$ cat config.mk
export PLATFORM = sky130hd
export DESIGN_NAME = swz_addr_mapper
export DESIGN_NICKNAME = d
export VERILOG_FILES = /design/src/rtl/swz_pkg.sv /design/src/rtl/swz_cfg_check.sv /design/src/rtl/swz_key_gen.sv /design/src/rtl/swz_out_stage.sv /design/src/rtl/swz_addr_mapper.sv
export SDC_FILE = /design/constraint.sdc
export NUM_CORES = 1
export LEC_CHECK = 0
export ABC_AREA = 1
export BUFFER_PORTS_ARGS = -buffer_cell sky130_fd_sc_hd__buf_2
export CAP_MARGIN = 20
export CORE_MARGIN = 2
export CORE_UTILIZATION = 30
export DETAILED_ROUTE_END_ITERATION = 10
export GPL_TIMING_DRIVEN = 0
export SYNTH_ARGS = -nofsm -noshare
export SYNTH_HDL_FRONTEND = slang
export SYNTH_SLANG_ARGS = --single-unit
$ cat constraint.sdc
create_clock -name clk -period 3.1 [get_ports clk]
set_clock_uncertainty 0.1 [all_clocks]
set_input_delay 0.775 -clock clk [delete_from_list [all_inputs] [get_ports clk]]
set_output_delay 0.775 -clock clk [all_outputs]
set_load 0.05 [all_outputs]
$ cat src/rtl/swz_pkg.sv
package swz_pkg;
  localparam int CHUNK_LSB = 4;
  localparam int CHUNK_W   = 3;
  localparam int LINE_LSB  = CHUNK_LSB + CHUNK_W;

  typedef enum logic [2:0] {
    SWZ_NONE = 3'd0,
    SWZ_32   = 3'd1,
    SWZ_64   = 3'd2,
    SWZ_96   = 3'd3,
    SWZ_128  = 3'd4
  } swz_mode_e;

  typedef enum logic [1:0] {
    ATOM_16  = 2'd0,
    ATOM_32  = 2'd1,
    ATOM_32F = 2'd2,
    ATOM_64  = 2'd3
  } swz_atom_e;

  function automatic logic [CHUNK_W-1:0] period_mask(swz_mode_e m);
    case (m)
      SWZ_128:        return 3'b111;
      SWZ_64:         return 3'b011;
      SWZ_32, SWZ_96: return 3'b001;
      default:        return 3'b000;
    endcase
  endfunction
endpackage

$ cat src/rtl/swz_cfg_check.sv
module swz_cfg_check
  import swz_pkg::*;
#(
  parameter int AW = 18
) (
  input  logic [2:0]    mode,
  input  logic [1:0]    atom,
  input  logic          g2s,
  input  logic [AW-1:0] start,
  output logic          cfg_err,
  output logic          align_err
);
  swz_mode_e m;
  swz_atom_e a;
  logic mode_bad, atom_bad, dir_bad;

  assign m = swz_mode_e'(mode);
  assign a = swz_atom_e'(atom);

  always_comb begin
    mode_bad = (mode > 3'd4);
    atom_bad = (a != ATOM_16) && (m != SWZ_128);
    dir_bad  = (a == ATOM_32F) && !g2s;
    cfg_err  = mode_bad || atom_bad || dir_bad;
  end

  always_comb begin
    align_err = 1'b0;
    if (!cfg_err) begin
      case (a)
        ATOM_32, ATOM_32F: align_err = (start[4:0] != 5'd0);
        ATOM_64:           align_err = (start[5:0] != 6'd0);
        default:           align_err = 1'b0;
      endcase
    end
  end
endmodule

$ cat src/rtl/swz_key_gen.sv
module swz_key_gen
  import swz_pkg::*;
(
  input  logic [2:0]         mode,
  input  logic [1:0]         atom,
  input  logic [CHUNK_W-1:0] line_lo,
  input  logic [CHUNK_W-1:0] base_raw,
  output logic [CHUNK_W-1:0] key,
  output logic               flip
);
  swz_mode_e          m;
  swz_atom_e          a;
  logic [CHUNK_W-1:0] msk;
  logic [CHUNK_W-1:0] sum;

  assign m   = swz_mode_e'(mode);
  assign a   = swz_atom_e'(atom);
  assign msk = period_mask(m);
  assign sum = line_lo + (base_raw & msk);

  always_comb begin
    key  = '0;
    flip = 1'b0;
    if (m == SWZ_128) begin
      case (a)
        ATOM_16:  key = sum;
        ATOM_32:  key = {sum[1:0], 1'b0};
        ATOM_32F: begin
          key  = {sum[1:0], 1'b0};
          flip = sum[0];
        end
        default:  key = {sum[0], 2'b00};
      endcase
    end else begin
      key = sum & msk;
    end
  end
endmodule

$ cat src/rtl/swz_out_stage.sv
module swz_out_stage #(
  parameter int W       = 21,
  parameter bit REG_OUT = 1'b1
) (
  input  logic         clk,
  input  logic         rst,
  input  logic         in_valid,
  output logic         in_ready,
  input  logic [W-1:0] in_data,
  output logic         out_valid,
  input  logic         out_ready,
  output logic [W-1:0] out_data
);
  generate
    if (REG_OUT) begin : g_reg
      logic         v_q;
      logic [W-1:0] d_q;
      always_ff @(posedge clk) begin
        if (rst) begin
          v_q <= 1'b0;
          d_q <= '0;
        end else if (in_ready) begin
          v_q <= in_valid;
          if (in_valid) d_q <= in_data;
        end
      end
      assign in_ready  = !v_q || out_ready;
      assign out_valid = v_q;
      assign out_data  = d_q;
    end else begin : g_wire
      assign in_ready  = out_ready;
      assign out_valid = in_valid;
      assign out_data  = in_data;
    end
  endgenerate
endmodule

$ cat src/rtl/swz_addr_mapper.sv
module swz_addr_mapper
  import swz_pkg::*;
#(
  parameter int AW      = 18,
  parameter bit REG_OUT = 1'b1
) (
  input  logic          clk,
  input  logic          rst,
  input  logic          in_valid,
  output logic          in_ready,
  input  logic [AW-1:0] in_addr,
  input  logic [AW-1:0] in_start,
  input  logic [2:0]    in_mode,
  input  logic [1:0]    in_atom,
  input  logic          in_g2s,
  output logic          out_valid,
  input  logic          out_ready,
  output logic [AW-1:0] out_addr,
  output logic          out_flip,
  output logic          out_cfg_err,
  output logic          out_align_err
);
  localparam int PW = AW + 3;

  logic [CHUNK_W-1:0] key;
  logic               key_flip;
  logic               cfg_err;
  logic               aln_err;
  logic [AW-1:0]      map_addr;
  logic               map_flip;
  logic [PW-1:0]      pay_in;
  logic [PW-1:0]      pay_out;

  swz_key_gen u_key (
    .mode     (in_mode),
    .atom     (in_atom),
    .line_lo  (in_addr[LINE_LSB +: CHUNK_W]),
    .base_raw (in_start[LINE_LSB +: CHUNK_W]),
    .key      (key),
    .flip     (key_flip)
  );

  swz_cfg_check #(.AW(AW)) u_cfg (
    .mode      (in_mode),
    .atom      (in_atom),
    .g2s       (in_g2s),
    .start     (in_start),
    .cfg_err   (cfg_err),
    .align_err (aln_err)
  );

  always_comb begin
    map_addr = in_addr;
    map_flip = 1'b0;
    if (!cfg_err) begin
      map_addr[CHUNK_LSB +: CHUNK_W] = in_addr[CHUNK_LSB +: CHUNK_W] ^ key;
      map_addr[CHUNK_LSB-1]          = in_addr[CHUNK_LSB-1] ^ key_flip;
      map_flip                       = key_flip;
    end
  end

  assign pay_in = {map_addr, map_flip, cfg_err, aln_err};

  swz_out_stage #(.W(PW), .REG_OUT(REG_OUT)) u_out (
    .clk       (clk),
    .rst       (rst),
    .in_valid  (in_valid),
    .in_ready  (in_ready),
    .in_data   (pay_in),
    .out_valid (out_valid),
    .out_ready (out_ready),
    .out_data  (pay_out)
  );

  assign {out_addr, out_flip, out_cfg_err, out_align_err} = pay_out;
endmodule

==> results.yml <==
cts:
  htree_levels: 1
  cts_setup_buffers: 0
  numCtsBuffers: 3
  cts.clk_slew.worst_paths_ps: 80
  cts_tree: "done"
  root_buffer: "clkbuf_8"
  clock_sinks: 22
  postCtsHoldBufs: 0
  ctsResizeCount: 0
  cts_max_path_buffers: 2
  insertion_delay_ps: 250
power:
  p_comb_share_pct: 29.6
  clockPowerShare_pct: 27.4
  fin_total_pwr_mw: 0.7267
  power.density_nw_per_um2: 457.4
  p_int_mw: 0.4817
  pwr-share-seq_pct: 43.0
  p_switching_mw: 0.2450
  p_leak_nw: 0.8675
  ir_drop_v: 0.0001808
  swShare_pct: 33.71
setup_path:
  reg2reg_slack_ps: 1680
  reg2reg_depth: 7
  start_kind: "primary input"
  worstReg2RegStart: "u_out.out_valid"
  crit_start: "in_mode[1]"
  arrival_ps: 2520
  rr_endpoint: "u_out.out_data[1]"
  end_kind: "flop"
  path_max_fanout: 4
  required_ps: 3150
  crit_end: "u_out.out_data[8]"
  crit_type: "primary input to flop"
floorplanning:
  die-area_um2: 4446
  core-area_um2: 3716
  die_h_um: 66.68
  io_pins: 69
  initial_core_util_pct: 31.72
  rows: 22
  die_w_um: 66.68
sta:
  setup_ws_ps: 633.1
  drv_slew: 0
  max_freq_mhz: 405.4
  hold_viol: 0
  tightest_slew_ps: 379.3
  slew_headroom_pct: 74.72
  grt_setup_unrepaired: "false"
  fin_hold_ws_ps: 368.9
  fin_crit_sh_pct: 79.58
  fin_crit_ps: 2467
  setup-tns-final_ps: 0
  finalSetupViolCount: 0
logic_synthesis:
  synth_top_area_share_pct: 37.37
  synth_ff_type: "dfxtp_1"
  syn_area_um2: 1179
  synth_xor_xnor_area_share_pct: 0
  synth_top_family_by_area: "simple AND/OR/NAND/NOR gates"
  synth-edff-count: 0
  yosys.area_share.simple_pct: 30.57
  ys_types: 24
  yosysTopAreaCell: "dfxtp_1"
  synth.net_count: 225
  synthMuxAreaShare_pct: 0
  synth_cells: 173
  synth_compound_area_share_pct: 15.29
  synth_seq_cells: 22
  ys_warn_count: 0
  synthAdderAreaFrac_pct: 7.006
  synth.yosys.seq_area_share_pct: 37.37
  syn_avg_cell_area_um2: 6.813
  yosys-top-cells-area: "dfxtp_1 (37%), nor2_1 (11%), nand2_1 (8.9%), o21ai_0 (7.6%), inv_1 (7.0%)"
  async_flop_share_pct: 0
global_route:
  grt_pass1_vias: 1134
  grt_usage_pct: 13.11
  grt_pass1_wl_um: 4574
  grt_overflow: 0
  grt_start_max_net_pins: 13
  antenna_found_initial: 0
drt:
  via_per_inst: 4.317
  top_layer_used: "met3"
  avgRoutedWirePerCell_um: 9.898
  routed_wl_um: 2811
  firstDrtPassIters: 4
  wl_met1_um: 1382
  wl_met3_um: 141
  drc: 0
  vias: 1226
  wl_met2_um: 1287
  drt_iter0_drc: 61
  antenna_left: 0
layout:
  area_growth_pct: 34.82
  final_util_pct: 42.76
  drive_above_1_share_pct: 33.05
  fin_cells: 284
  postLayoutCellArea_um2: 1589
  fin_nets: 289
  n_antenna_cell: 0
place:
  numPlacedInstances: 280
  hpwlAfterDp_um: 2312
  gp_congestion: 0.7982
  port_buffers: 59
  place_ws_ps: 348.5
  dpl_cell_area_um2: 1534
min_path:
  min_path_type: "flop to flop"
  hold_path_depth: 2
run:
  maxCapViolations: 0
run_status:
  status: "completed"
[synth_stat cells, drive strengths merged, types with 2 or more instances]
master,instances
nand2,30
a21oi,8
nand4,2
nor2,41
ha,5
buf,3
nand3,9
dfxtp,22
o21ai,20
inv,25
[worst max-delay path, stage by stage]
cell and delay, ps:
buf_2 110, inv_1 60, nand2_2 70, nor2_4 120
nor2_2 50, nor2_1 90, ha_1 140, inv_1 40
fa_1 500, inv_1 60, a22oi_1 130, o22ai_1 110
nand3_1 80, nand2_1 50, nor2_1 80, nor2_1 40
[placed cells by master (no fill, tap or decap)]
cell	n
buf_2	61
nor2_1	36
nand2_1	28
inv_1	22
dfxtp_1	22
o21ai_0	18
nand3_1	9
a21oi_1	8
ha_1	5
nor2_2	4
clkbuf_8	4
inv_2	3
nand2_2	2
nand4_1	2
o21ai_1	2
nor2_4	1
a21boi_4	1
clkbuf_1	1
buf_4	1
o211ai_1	1
nor3_1	1
a22oi_1	1
o22ai_1	1
or2_4	1
fa_1	1
[how the worst min path moves through the flow]
| stage | from | end | slack (ps) |
|---|---|---|---|
| after floorplan | u_out.out_data[0] | u_out.out_data[0] | 580 |
| after global placement | u_out.out_data[0] | u_out.out_data[0] | 350 |
| after detailed placement | u_out.out_data[2] | u_out.out_data[2] | 360 |
| after CTS | u_out.out_data[2] | u_out.out_data[2] | 370 |
| after global routing | u_out.out_data[2] | u_out.out_data[2] | 390 |
| final | u_out.out_data[2] | u_out.out_data[2] | 370 |
[cell type report]
class,count,area [um2]
buffer,4,21.27
fill,422,2127
tap,48,60.06
clock buffer,4,55.05
timing repair buffer,59,295.3
multi-input combinational,122,623.1
sequential,22,440.4
inverter,25,93.84
[registers in the layout, indices dropped and copies added, names as in the netlist]
name,count
u_out.out_data,21
u_out.out_valid,1
[routing by layer]
layer  vias up  global-route usage, %
met5         -                      0
met4         0                  3.827
met3         0                  1.689
met2        34                  23.25
met1       519                  16.44
li1        673                      -
[power by group through the flow]
stage	Combinational, mW	Sequential, mW	Clock (mW)
finish	0.215	0.313	0.199
global route	0.239	0.316	0.215
CTS	0.218	0.313	0.208
detailed placement	0.217	0.319	0
global placement	0.216	0.319	0
floorplan	0.0804	0.391	0
[cell families after synthesis]
family	Yosys count
adders and majority gates	6
AOI/OAI and AO/OA	32
and+or+nand+nor	84
DFF	22
buffers and inverters	29
No activity file was read; power rests on OpenSTA's default activity.
